--- src/rtl/tile_pkg.sv ---
`timescale 1ns/1ps
// tile_pkg: shared sizes, field layout and types for the logic tile.
// Assumes four sides, with side index 0..3 = north, east, south, west.
package tile_pkg;
    localparam int N_SIDES    = 4;
    localparam int SIDE_SEL_W = $clog2(N_SIDES);
    localparam int N_PICKS    = 3;
    localparam int N_INVERTS  = 2;
    localparam int CFG_W      = N_SIDES * SIDE_SEL_W + N_INVERTS
                              + N_PICKS * SIDE_SEL_W + 1;

    typedef logic [SIDE_SEL_W-1:0] side_code_t;

    // Packed MSB first, in the same order as the serial stream.
    typedef struct packed {
        side_code_t route_n;
        side_code_t route_e;
        side_code_t route_s;
        side_code_t route_w;
        logic       flip_a;
        logic       flip_b;
        side_code_t pick_sel;
        side_code_t pick_a;
        side_code_t pick_b;
        logic       reg_mode;
    } tile_cfg_t;
endpackage

--- src/rtl/tile_cfg_chain.sv ---
`timescale 1ns/1ps
// tile_cfg_chain: serial configuration register. Data enters at bit 0 and
// leaves at bit W-1, so a word is loaded MSB first.
// Assumes W >= 2. Reset is synchronous, active low, and takes priority.
module tile_cfg_chain #(
    parameter int W = 17
) (
    input  logic         clk,
    input  logic         rst_n,
    input  logic         en,
    input  logic         din,
    output logic [W-1:0] q,
    output logic         dout
);
    // Shift one bit per enabled clock; hold otherwise.
    always_ff @(posedge clk) begin : shift_reg
        if (!rst_n)
            q <= '0;
        else if (en)
            q <= {q[W-2:0], din};
    end

    // The top bit feeds the next tile in the chain.
    assign dout = q[W-1];
endmodule

--- src/rtl/tile_pick.sv ---
`timescale 1ns/1ps
// tile_pick: N:1 neighbour selector with an optional inversion.
// Assumes that code indexes side inputs in the order north, east, south, west.
module tile_pick #(
    parameter int N  = 4,
    parameter int SW = 2
) (
    input  logic [N-1:0]  side_in,
    input  logic [SW-1:0] code,
    input  logic          flip,
    output logic          y
);
    // Choose one side and optionally complement it.
    always_comb begin : pick_mux
        y = side_in[code] ^ flip;
    end
endmodule

--- src/rtl/tile_ulm.sv ---
`timescale 1ns/1ps
// tile_ulm: 2:1 multiplexer used as a universal two-input function, followed
// by a user flip-flop and a combinational/registered result select.
// Assumes that the flip-flop reset is synchronous and active low.
module tile_ulm (
    input  logic clk,
    input  logic rst_n,
    input  logic sel,
    input  logic a,
    input  logic b,
    input  logic reg_mode,
    output logic f_comb,
    output logic ff_q,
    output logic res
);
    // Universal logic function: the select line picks b when 1, a when 0.
    always_comb begin : ulm_mux
        f_comb = sel ? b : a;
    end

    // User register: captures the function output on every clock.
    always_ff @(posedge clk) begin : user_ff
        if (!rst_n)
            ff_q <= 1'b0;
        else
            ff_q <= f_comb;
    end

    // Result select: registered or combinational.
    always_comb begin : result_sel
        res = reg_mode ? ff_q : f_comb;
    end
endmodule

--- src/rtl/tile_route.sv ---
`timescale 1ns/1ps
// tile_route: output multiplexer for one side. Code 0 drives the cell result.
// Code k drives the input of the side k steps clockwise from SIDE.
// Assumes N == 2**SW, so the clockwise index wraps by truncation.
module tile_route #(
    parameter int N    = 4,
    parameter int SW   = 2,
    parameter int SIDE = 0
) (
    input  logic          res,
    input  logic [N-1:0]  side_in,
    input  logic [SW-1:0] code,
    output logic          y
);
    localparam logic [SW:0] SIDE_IDX = SIDE[SW:0];

    logic [SW:0]   sum;
    logic [SW-1:0] idx;

    // Wrap the clockwise offset into a side index.
    always_comb begin : wrap_index
        sum = {1'b0, code} + SIDE_IDX;
        idx = sum[SW-1:0];
    end

    // Drive either the own result or a pass-through neighbour.
    always_comb begin : route_mux
        y = (code == '0) ? res : side_in[idx];
    end
endmodule

--- src/rtl/logic_tile.sv ---
`timescale 1ns/1ps
// logic_tile: one fine-grained configurable cell with four-side local
// routing and a serially loaded 17-bit configuration word.
// Assumes that both resets are synchronous and active low. The configuration
// reset does not touch the user flip-flop, and the other reset does not
// touch the configuration.
module logic_tile
    import tile_pkg::*;
(
    input  logic clk,
    input  logic cfg_rst_n,
    input  logic ff_rst_n,
    input  logic cfg_en,
    input  logic cfg_in,
    output logic cfg_out,
    input  logic n_in,
    input  logic e_in,
    input  logic s_in,
    input  logic w_in,
    output logic n_out,
    output logic e_out,
    output logic s_out,
    output logic w_out
);
    logic [CFG_W-1:0]   cfg_bits;
    tile_cfg_t          cfg_q;
    logic [N_SIDES-1:0] side_in;
    logic [N_SIDES-1:0] side_out;
    side_code_t         route_code [N_SIDES];
    side_code_t         pick_code  [N_PICKS];
    logic               pick_flip  [N_PICKS];
    logic               pick_val   [N_PICKS];
    logic               f_comb;
    logic               ff_q;
    logic               res;

    tile_cfg_chain #(.W(CFG_W)) u_chain (
        .clk   (clk),
        .rst_n (cfg_rst_n),
        .en    (cfg_en),
        .din   (cfg_in),
        .q     (cfg_bits),
        .dout  (cfg_out)
    );

    // Unpack the configuration fields and gather the side inputs.
    always_comb begin : field_map
        cfg_q         = tile_cfg_t'(cfg_bits);
        side_in       = {w_in, s_in, e_in, n_in};
        route_code[0] = cfg_q.route_n;
        route_code[1] = cfg_q.route_e;
        route_code[2] = cfg_q.route_s;
        route_code[3] = cfg_q.route_w;
        pick_code[0]  = cfg_q.pick_sel;
        pick_code[1]  = cfg_q.pick_a;
        pick_code[2]  = cfg_q.pick_b;
        pick_flip[0]  = 1'b0;
        pick_flip[1]  = cfg_q.flip_a;
        pick_flip[2]  = cfg_q.flip_b;
    end

    for (genvar p = 0; p < N_PICKS; p++) begin : g_pick
        tile_pick #(.N(N_SIDES), .SW(SIDE_SEL_W)) u_pick (
            .side_in (side_in),
            .code    (pick_code[p]),
            .flip    (pick_flip[p]),
            .y       (pick_val[p])
        );
    end

    tile_ulm u_ulm (
        .clk      (clk),
        .rst_n    (ff_rst_n),
        .sel      (pick_val[0]),
        .a        (pick_val[1]),
        .b        (pick_val[2]),
        .reg_mode (cfg_q.reg_mode),
        .f_comb   (f_comb),
        .ff_q     (ff_q),
        .res      (res)
    );

    for (genvar s = 0; s < N_SIDES; s++) begin : g_route
        tile_route #(.N(N_SIDES), .SW(SIDE_SEL_W), .SIDE(s)) u_route (
            .res     (res),
            .side_in (side_in),
            .code    (route_code[s]),
            .y       (side_out[s])
        );
    end

    // Map the side vector back onto the named ports.
    always_comb begin : out_map
        n_out = side_out[0];
        e_out = side_out[1];
        s_out = side_out[2];
        w_out = side_out[3];
    end
endmodule

--- config.mk ---
export PLATFORM = sky130hd
export DESIGN_NAME = logic_tile
export DESIGN_NICKNAME = d
export VERILOG_FILES = /design/src/rtl/tile_pkg.sv /design/src/rtl/tile_cfg_chain.sv /design/src/rtl/tile_pick.sv /design/src/rtl/tile_ulm.sv /design/src/rtl/tile_route.sv /design/src/rtl/logic_tile.sv
export SDC_FILE = /design/constraint.sdc
export NUM_CORES = 1
export LEC_CHECK = 0
export ABC_AREA = 1
export BUFFER_PORTS_ARGS = -buffer_cell sky130_fd_sc_hd__buf_2
export CORE_MARGIN = 3
export CORE_UTILIZATION = 40
export CTS_BUF_LIST = sky130_fd_sc_hd__clkbuf_2
export CTS_CLUSTER_DIAMETER = 100
export DETAILED_ROUTE_END_ITERATION = 10
export HOLD_SLACK_MARGIN = 0.06
export PLACE_DENSITY = 0.56
export SLEW_MARGIN = 5
export SYNTH_ARGS = -nofsm -noshare
export SYNTH_HDL_FRONTEND = slang
export SYNTH_SLANG_ARGS = --single-unit
--- constraint.sdc ---
create_clock -name clk -period 1.1 [get_ports clk]
set_input_delay 0.055 -clock clk [delete_from_list [all_inputs] [get_ports clk]]
set_output_delay 0.055 -clock clk [all_outputs]
set_load 0.02 [all_outputs]
==> results.cfg, run 1 <==
[synthesis]
ys_ff_latch = 18
syn-num-nets = 151
avgSynthCellArea_sq_um = 7.18
synth_top_area_cell = dfxtp_1
synthArstFlopShare = 0
ys.flop_type = dfxtp_1
ys_types = 19
synth_area_leaders = dfxtp_1 36%, o21ai_0 11%, a21oi_1 8.5%
ys_warn_count = 0
synth-edff-count = 0
ys_seq_area_frac = 0.359
synth_cells = 140
netlist_area_sq_um = 1000
yosysTopAreaCellShare = 0.359
yosysMostFrequentCell = o21ai_0
ys_top_cells_by_count = 23 x o21ai_0, 21 x nand2_1, 18 x dfxtp_1

[run_status]
outcome = finished with violations
violations = negative setup slack

[timing]
hold_viol = 0
fin_crit_sh = 1.43
period_needed_ns = 1.57
skew_ns = 0.0161
worst_pin_slew_ns = 0.281
max_slew_margin = 0.813
max_freq_ghz = 0.637
finalWorstSetupSlack_ns = -0.470
drv_slew = 0
final-setup-viol-count = 5
grt_setup_unrepaired = yes

[finish]
multiInputGateArea_sq_um = 637
final_util = 0.613
drive_gt1_frac = 0.477
diodes = 0
area_delta_synth_final_pct = 40.2
fillers = 219
fin_nets = 189
seq_area_sq_um = 374

[grt]
track_usage = 0.191
grt_pass1_wl_um = 4770
grt_pass1_vias = 1106
grt_max_degree = 18
grt_overflow = 0
antenna_found_initial = 0

[worst_setup_path]
r2r_slack_ns = -0.14
cp_cell_sequence = inv_2, ha_1, o21ai_0, o22ai_1, nand2_1, nand2_2, buf_6
crit_slowest_cell = dfxtp_2
arrival_ns = 1.52
cpLargestDelayFamily = flip-flops
r2r_cells = 9
slowest_delay_ns = 0.37
path_class = flop to output port
crit_fanout = 2
startpoint_type = flop
r2r-end = u_ulm.ff_q
path_buf_inv = 2
cp-end-kind = output port
r2r-start = u_chain.q[3]
worstPathRequired_ns = 1.04

[power]
total_power_mw = 1.61
p_per_area_nw_per_um2 = 1140
irDropWorstVdd_uv = 763
leakage_nw = 0.634

[floorplanning]
initial_core_util = 0.437
die_y_um = 56.1
io_pins = 14
core-area_sq_um = 2300
dieWidth_um = 56.1
row_count = 17
dieArea_sq_um = 3150

[drt]
drt_wl_total_um = 2700
first_pass_iters = 4
wl_per_cell_um = 13.2
drtIter0Drc = 23
post_drt_via_cell_ratio = 5.29
ant_nets = 0
num_vias = 1079
drc = 0

[placed_design]
portBuffers = 13
gp_congestion = 0.803
dp_hpwl_um = 1850

[hold_path]
hold_depth = 3
hold_path_end = u_chain.q[3]
min_path_type = input pin to flop
hp-start = cfg_rst_n

[clock_tree]
clock_sinks = 18
clk_pin_slew_ns = 0.17
cts_max_path_buffers = 2
clk_latency_ns = 0.30
cts_root_buffer = clkbuf_2
cts_tree = yes
cts_buffers = 3
htree_levels = 1

[job]
cap_viol_max_count = 0
## flip-flops by register name, indices dropped and copies added, names as in the netlist
signal,cells
u_chain.q,17
u_ulm.ff_q,1
## cells in the final DEF, fill, tap and decap left out, types with 3 or more instances in the layout
master	count
o21ai_0	23
buf_4	21
a21oi_1	17
nand2_2	14
nand3_2	12
inv_1	12
nand2_1	11
nor2_1	10
buf_2	9
dfxtp_1	9
dfxtp_2	8
inv_2	5
o22ai_1	4
buf_6	4
clkbuf_2	3
dlygate4sd3_1	3
## routing by layer
metal  global-route usage  wire, um  vias to the layer above
met5                    0         0                        -
li1                     -         -                      546
met2                0.311      1280                       20
met3               0.0580       106                        4
met4               0.0780        38                        0
met1                0.233      1280                      509
## power breakdown
group / switching, mW / internal (mW) / total (mW)
logic: 0.317 / 0.286 / 0.604
clock network: 0.191 / 0.0744 / 0.265
registers: 0.0402 / 0.700 / 0.740
total: 0.548 / 1.06 / 1.61
## metrics by stage
| stage | cells | hold slack (ns) | TNS (ns) | cell area [sq um] | setup slack, ns |
|---|---|---|---|---|---|
| floorplan | 140 | 0.193 | 0 | 1010 | 0.00268 |
| global placement | 193 | 0.302 | -0.577 | 1210 | -0.147 |
| detailed placement | 193 | 0.301 | -0.699 | 1210 | -0.175 |
| CTS | 204 | 0.109 | -1.85 | 1390 | -0.433 |
| global route | 204 | 0.115 | -2.42 | 1410 | -0.559 |
| finish | 204 | 0.118 | -1.96 | 1410 | -0.470 |
## timing repair
action / 4_1_cts / 5_1_grt
pin swaps: 5 / 6
resized for setup: 33 / 5
hold buffers: 3 / 0
setup endpoints to repair: 5 / 5
buffers inserted: 5 / 0
endpoints found under the hold margin: 5 / 0
## worst max-delay path by stage
stage	start	to	slack [ns]	cells after the start
finish	u_chain.q[13]	e_out	-0.47	7
detailed placement	u_chain.q[3]	e_out	-0.17	9
global placement	u_chain.q[5]	e_out	-0.15	9
global route	u_chain.q[3]	n_out	-0.56	10
floorplan	u_chain.q[9]	w_out	0.003	6
CTS	u_chain.q[5]	w_out	-0.43	9
## worst reg2reg max path: stages (launching register included)
cell	delay [ns]
dfxtp_2	0.38
inv_2	0.08
nand2_2	0.05
nand3_2	0.08
nand2_2	0.06
nand2_2	0.08
nand3_4	0.08
buf_4	0.14
buf_4	0.12
a21boi_2	0.11
## cells by family after synthesis
| kind of cell | count (synthesis) | share of synthesized area |
|---|---|---|
| flops | 18 | 0.359 |
| fa+ha+maj | 2 | 0.0249 |
| buf+inv | 22 | 0.0859 |
| compound gates | 47 | 0.247 |
| simple gates | 51 | 0.284 |
## final cells by class
type	count	share of cell area
Multi-Input combinational cell	100	0.452
Timing Repair Buffer	37	0.197
Tap cell	28	0.0249
Inverter	18	0.0497
Sequential cell	18	0.266
Clock buffer	3	0.0107
No activity file was read; power rests on OpenSTA's default activity.
==> inputs of run 2 (changes only) <==
--- a/config.mk
+++ b/config.mk
@@ -14,6 +14,7 @@
 export DETAILED_ROUTE_END_ITERATION = 10
 export HOLD_SLACK_MARGIN = 0.06
 export PLACE_DENSITY = 0.56
+export SKIP_LAST_GASP = 1
 export SLEW_MARGIN = 5
 export SYNTH_ARGS = -nofsm -noshare
 export SYNTH_HDL_FRONTEND = slang
==> results.cfg, run 2 (synthesis results as in run 1) <==
[job]
cap_viol_max_count = 0

[finish]
area_delta_synth_final_pct = 40.1
regMostFlops = u_chain.q
layout_common_cells = 23 x o21ai_0, 21 x buf_4, 17 x a21oi_1
final_cells = 204
layout_commonest_cell = o21ai_0
reg_top3 = u_chain.q x17, u_ulm.ff_q x1
fin_nets = 189
fin_area_sq_um = 1410
drive_gt1_frac = 0.472
largest_reg_flops = 17
fillers = 220
diodes = 0

[clock_tree]
cts_root_buffer = clkbuf_2
clk_pin_slew_ns = 0.17
clock_sinks = 18
cts_tree = yes
clk_latency_ns = 0.30
cts_max_path_buffers = 2
htree_levels = 1
cts_buffers = 3

[drt]
wl_met1_um = 1280
top_layer = met4
drt_wl_total_um = 2700
ant_nets = 0
wl_per_cell_um = 13.2
first_pass_iters = 4
num_vias = 1079
post_drt_via_cell_ratio = 5.29
drtIter0Drc = 23
drc = 0
met2_length_um = 1280
wl_met3_um = 106

[power]
irDropWorstVdd_uv = 763
leakage_nw = 0.634
p_per_area_nw_per_um2 = 1140

[grt]
grt_pass1_vias = 1106
grt_pass1_wl_um = 4770
track_usage = 0.191
grt_overflow = 0
antenna_found_initial = 0
grt_max_degree = 18

[worst_setup_path]
cp-end-kind = output port
crit_slowest_cell = dfxtp_1
r2r_slack_ns = -0.14
path_class = flop to output port
slowest_delay_ns = 0.36
cp.depth = 7
crit_fanout = 2
r2r-start = u_chain.q[3]
arrival_ns = 1.52
r2r-end = u_ulm.ff_q
crit_start = u_chain.q[14]
crit_path_end = e_out
startpoint_type = flop
worstPathRequired_ns = 1.04
r2r_cells = 9
cpLargestDelayFamily = flip-flops
path_buf_inv = 2
cp_cell_sequence = inv_1, ha_1, o21ai_0, o22ai_1, nand2_1, nand2_2, buf_6

[timing]
max_slew_margin = 0.813
hold_viol = 0
skew_ns = 0.0161
worst_pin_slew_ns = 0.281
period_needed_ns = 1.58
grt_setup_unrepaired = yes
final-setup-viol-count = 5
finalWorstSetupSlack_ns = -0.479
holdWs_ns = 0.118
max_freq_ghz = 0.633
fin_crit_sh = 1.44
drv_slew = 0

[placed_design]
gp_congestion = 0.803
dp_cells = 193
portBuffers = 13
post_dp_cell_area_sq_um = 1210
dp_hpwl_um = 1850

[run_status]
outcome = finished with violations
violations = negative setup slack

[floorplanning]
dieWidth_um = 56.1
core-area_sq_um = 2300
die_y_um = 56.1
dieArea_sq_um = 3150
row_count = 17
initial_core_util = 0.437
io_pins = 14

[hold_path]
min_path_type = input pin to flop
## run 2: report_power, final
group | switching [mW] | internal [mW] | total, mW
Sequential | 0.0402 | 0.700 | 0.740
Combinational | 0.317 | 0.286 | 0.604
Clock | 0.191 | 0.0744 | 0.265
## run 2: worst register-to-register path: stages (launching register included)
cell and delay [ns]:
dfxtp_2 0.38, inv_2 0.08, nand2_2 0.05, nand3_2 0.08
nand2_2 0.06, nand2_2 0.08, nand3_4 0.08, buf_4 0.14
buf_4 0.12, a21boi_2 0.11
## run 2: cell type report
cell class                      count  area, sq um  share of cell area
Inverter                           18         70.1              0.0498
Tap cell                           28         35.0              0.0249
Sequential cell                    18          373               0.265
Multi-Input combinational cell    100          637               0.452
Timing Repair Buffer               37          278               0.197
Clock buffer                        3         15.0              0.0107
## run 2: timing repair
item | CTS | global route
hold buffers | 3 | 0
hold endpoints to repair | 5 | 0
pin swaps | 5 | 6
endpoints found under the setup margin | 5 | 5
gates resized for setup | 32 | 5
buffers inserted | 5 | 0
## run 2: per-layer routing
layer	vias up	track usage
met5	-	0
met4	0	0.0780
met3	4	0.0580
met2	20	0.311
met1	509	0.233
li1	546	-
## run 2: worst min path at each step
stage,endpoint,slack (ns),cells past startpoint,startpoint
after floorplan,u_chain.q[15],0.19,2,cfg_rst_n
after global placement,u_ulm.ff_q,0.30,2,ff_rst_n
after detailed placement,u_ulm.ff_q,0.30,2,ff_rst_n
after CTS,u_chain.q[2],0.11,3,cfg_rst_n
after global routing,u_chain.q[3],0.11,3,cfg_rst_n
final,u_chain.q[3],0.12,3,cfg_rst_n
## run 2: through the flow
| step | util | setup WS (ns) | power [mW] | TNS, ns |
|---|---|---|---|---|
| floorplan | - | 0.00268 | 1.04 | 0 |
| global placement | 0.527 | -0.147 | 1.21 | -0.577 |
| detailed placement | 0.527 | -0.175 | 1.21 | -0.699 |
| CTS | 0.605 | -0.439 | 1.60 | -1.85 |
| global route | 0.613 | -0.559 | 1.71 | -2.42 |
| finish | 0.613 | -0.479 | 1.61 | -1.97 |
==> inputs of run 3 (changes only) <==
==> constraint.sdc (replaced) <==
create_clock -name clk -period 1.1 [get_ports clk]
set_input_delay 0.055 -clock clk [delete_from_list [all_inputs] [get_ports clk]]
set_output_delay 0.055 -clock clk [all_outputs]
set_load 0.1 [all_outputs]
==> results.cfg, run 3 (synthesis results as in run 1) <==
[finish]
drive_gt1_frac = 0.506
area_delta_synth_final_pct = 58.2
final_cells = 208
reg_top3 = u_chain.q x17, u_ulm.ff_q x1
fin_nets = 192
fin_area_sq_um = 1590
diodes = 0
largest_reg_flops = 17
fillers = 199
layout_common_cells = 25 x buf_4, 20 x o21ai_0, 17 x a21oi_1
layout_commonest_cell = buf_4
regMostFlops = u_chain.q

[drt]
first_pass_iters = 4
ant_nets = 0
drc = 0
drt_wl_total_um = 2600
num_vias = 1053
drtIter0Drc = 11
post_drt_via_cell_ratio = 5.06
wl_per_cell_um = 12.5

[floorplanning]
dieWidth_um = 56.1
initial_core_util = 0.437
dieArea_sq_um = 3150
row_count = 17
die_y_um = 56.1
core-area_sq_um = 2300
io_pins = 14

[run_status]
violations = negative setup slack
outcome = finished with violations

[timing]
finalWorstSetupSlack_ns = -0.570
max_freq_ghz = 0.599
grt_setup_unrepaired = yes
fin_crit_sh = 1.52
tns_ns = -2.30
skew_ns = 0.00301
max_slew_margin = 0.810
hold_viol = 0
worst_pin_slew_ns = 0.286
final-setup-viol-count = 5
drv_slew = 0
period_needed_ns = 1.67

[worst_setup_path]
worstPathRequired_ns = 1.04
arrival_ns = 1.62
cp-end-kind = output port
crit_fanout = 4
path_class = flop to output port
startpoint_type = flop

[grt]
grt_max_degree = 18
grt_pass1_vias = 1019
track_usage = 0.174
grt_overflow = 0
antenna_found_initial = 0
grt_pass1_wl_um = 4390

[power]
leakage_nw = 0.700
irDropWorstVdd_uv = 1020
p_per_area_nw_per_um2 = 1300

[placed_design]
portBuffers = 13
dp_hpwl_um = 2040
post_dp_cell_area_sq_um = 1470
dp_cells = 198
gp_congestion = 0.808

[hold_path]
min_path_type = input pin to flop

[clock_tree]
htree_levels = 1
cts_buffers = 3
cts_tree = yes
cts_root_buffer = clkbuf_2
clk_pin_slew_ns = 0.18
clock_sinks = 18
clk_latency_ns = 0.31
cts_max_path_buffers = 2

[job]
cap_viol_max_count = 0
==> run 3: cell types whose count changed in the layout (fill, tap and decap cells not counted), moves of 3 or more <==
| cell | previous run | this run |
|---|---|---|
| buf_12 | 0 | 5 |
| nand2_2 | 14 | 9 |
| buf_4 | 21 | 25 |
| buf_6 | 4 | 0 |
| nand2_8 | 0 | 4 |
| nand3_2 | 12 | 8 |
| dfxtp_4 | 1 | 4 |
| nand3_4 | 2 | 5 |
| o21ai_0 | 23 | 20 |
| o21ai_1 | 0 | 3 |
==> run 3: worst paths after layout <==
kind,from,endpoint,slack [ns],cells past startpoint
worst min register to register,u_chain.q[14],u_chain.q[15],0.51,2
worst max register to register,u_chain.q[3],u_ulm.ff_q,-0.03,8
worst min-delay path,cfg_en,u_chain.q[7],0.1,2
worst max-delay path,u_chain.q[5],e_out,-0.57,9
==> run 3: where the power goes <==
part           total, mW  switching [mW]  leakage [nW]  internal [mW]
logic               1.01           0.598         0.529          0.411
clock network      0.314           0.217        0.0166         0.0963
registers          0.741          0.0437         0.154          0.697
==> run 3: area by class of cell <==
type | count | area [sq um] | area share
Sequential cell | 18 | 383 | 0.241
Tap cell | 28 | 35.0 | 0.0220
Clock buffer | 4 | 20.0 | 0.0126
Timing Repair Buffer | 40 | 348 | 0.219
Multi-Input combinational cell | 100 | 728 | 0.458
Inverter | 18 | 75.1 | 0.0472
==> run 3: stage by stage <==
stage / setup slack, ns / power [mW] / utilization / hold WS (ns)
3_5_place_dp: -0.269 / 1.72 / 0.638 / 0.325
2_1_floorplan: -0.102 / 1.40 / - / 0.186
3_3_place_gp: -0.224 / 1.71 / 0.638 / 0.306
4_1_cts: -0.597 / 2.08 / 0.679 / 0.0861
6_report: -0.570 / 2.06 / 0.692 / 0.0966
5_1_grt: -0.683 / 2.17 / 0.692 / 0.100
==> run 3: metal layers <==
metal,up-vias,global-route usage,share of wire
li1,554,-,-
met1,470,0.207,0.45
met2,22,0.312,0.49
met3,7,0.0209,0.035
met4,0,0.0712,0.024
met5,-,0,0
==> run 3: worst max-delay path, cell delays in order (launching register included) <==
cell and delay [ns]:
dfxtp_4 0.40, inv_4 0.06, nand2_2 0.05, nand3_2 0.06, nand2_2 0.07, nand3b_4 0.17
nand3_4 0.15, nand3_4 0.11, nand2_8 0.07, buf_12 0.16
==> run 3: timing repair <==
item / CTS / global route
endpoints found under the setup margin: 5 / 5
hold buffers: 2 / 0
resized for setup: 12 / 6
buffers inserted: 2 / 2
hold endpoints to repair: 2 / 0
pin swaps: 12 / 4
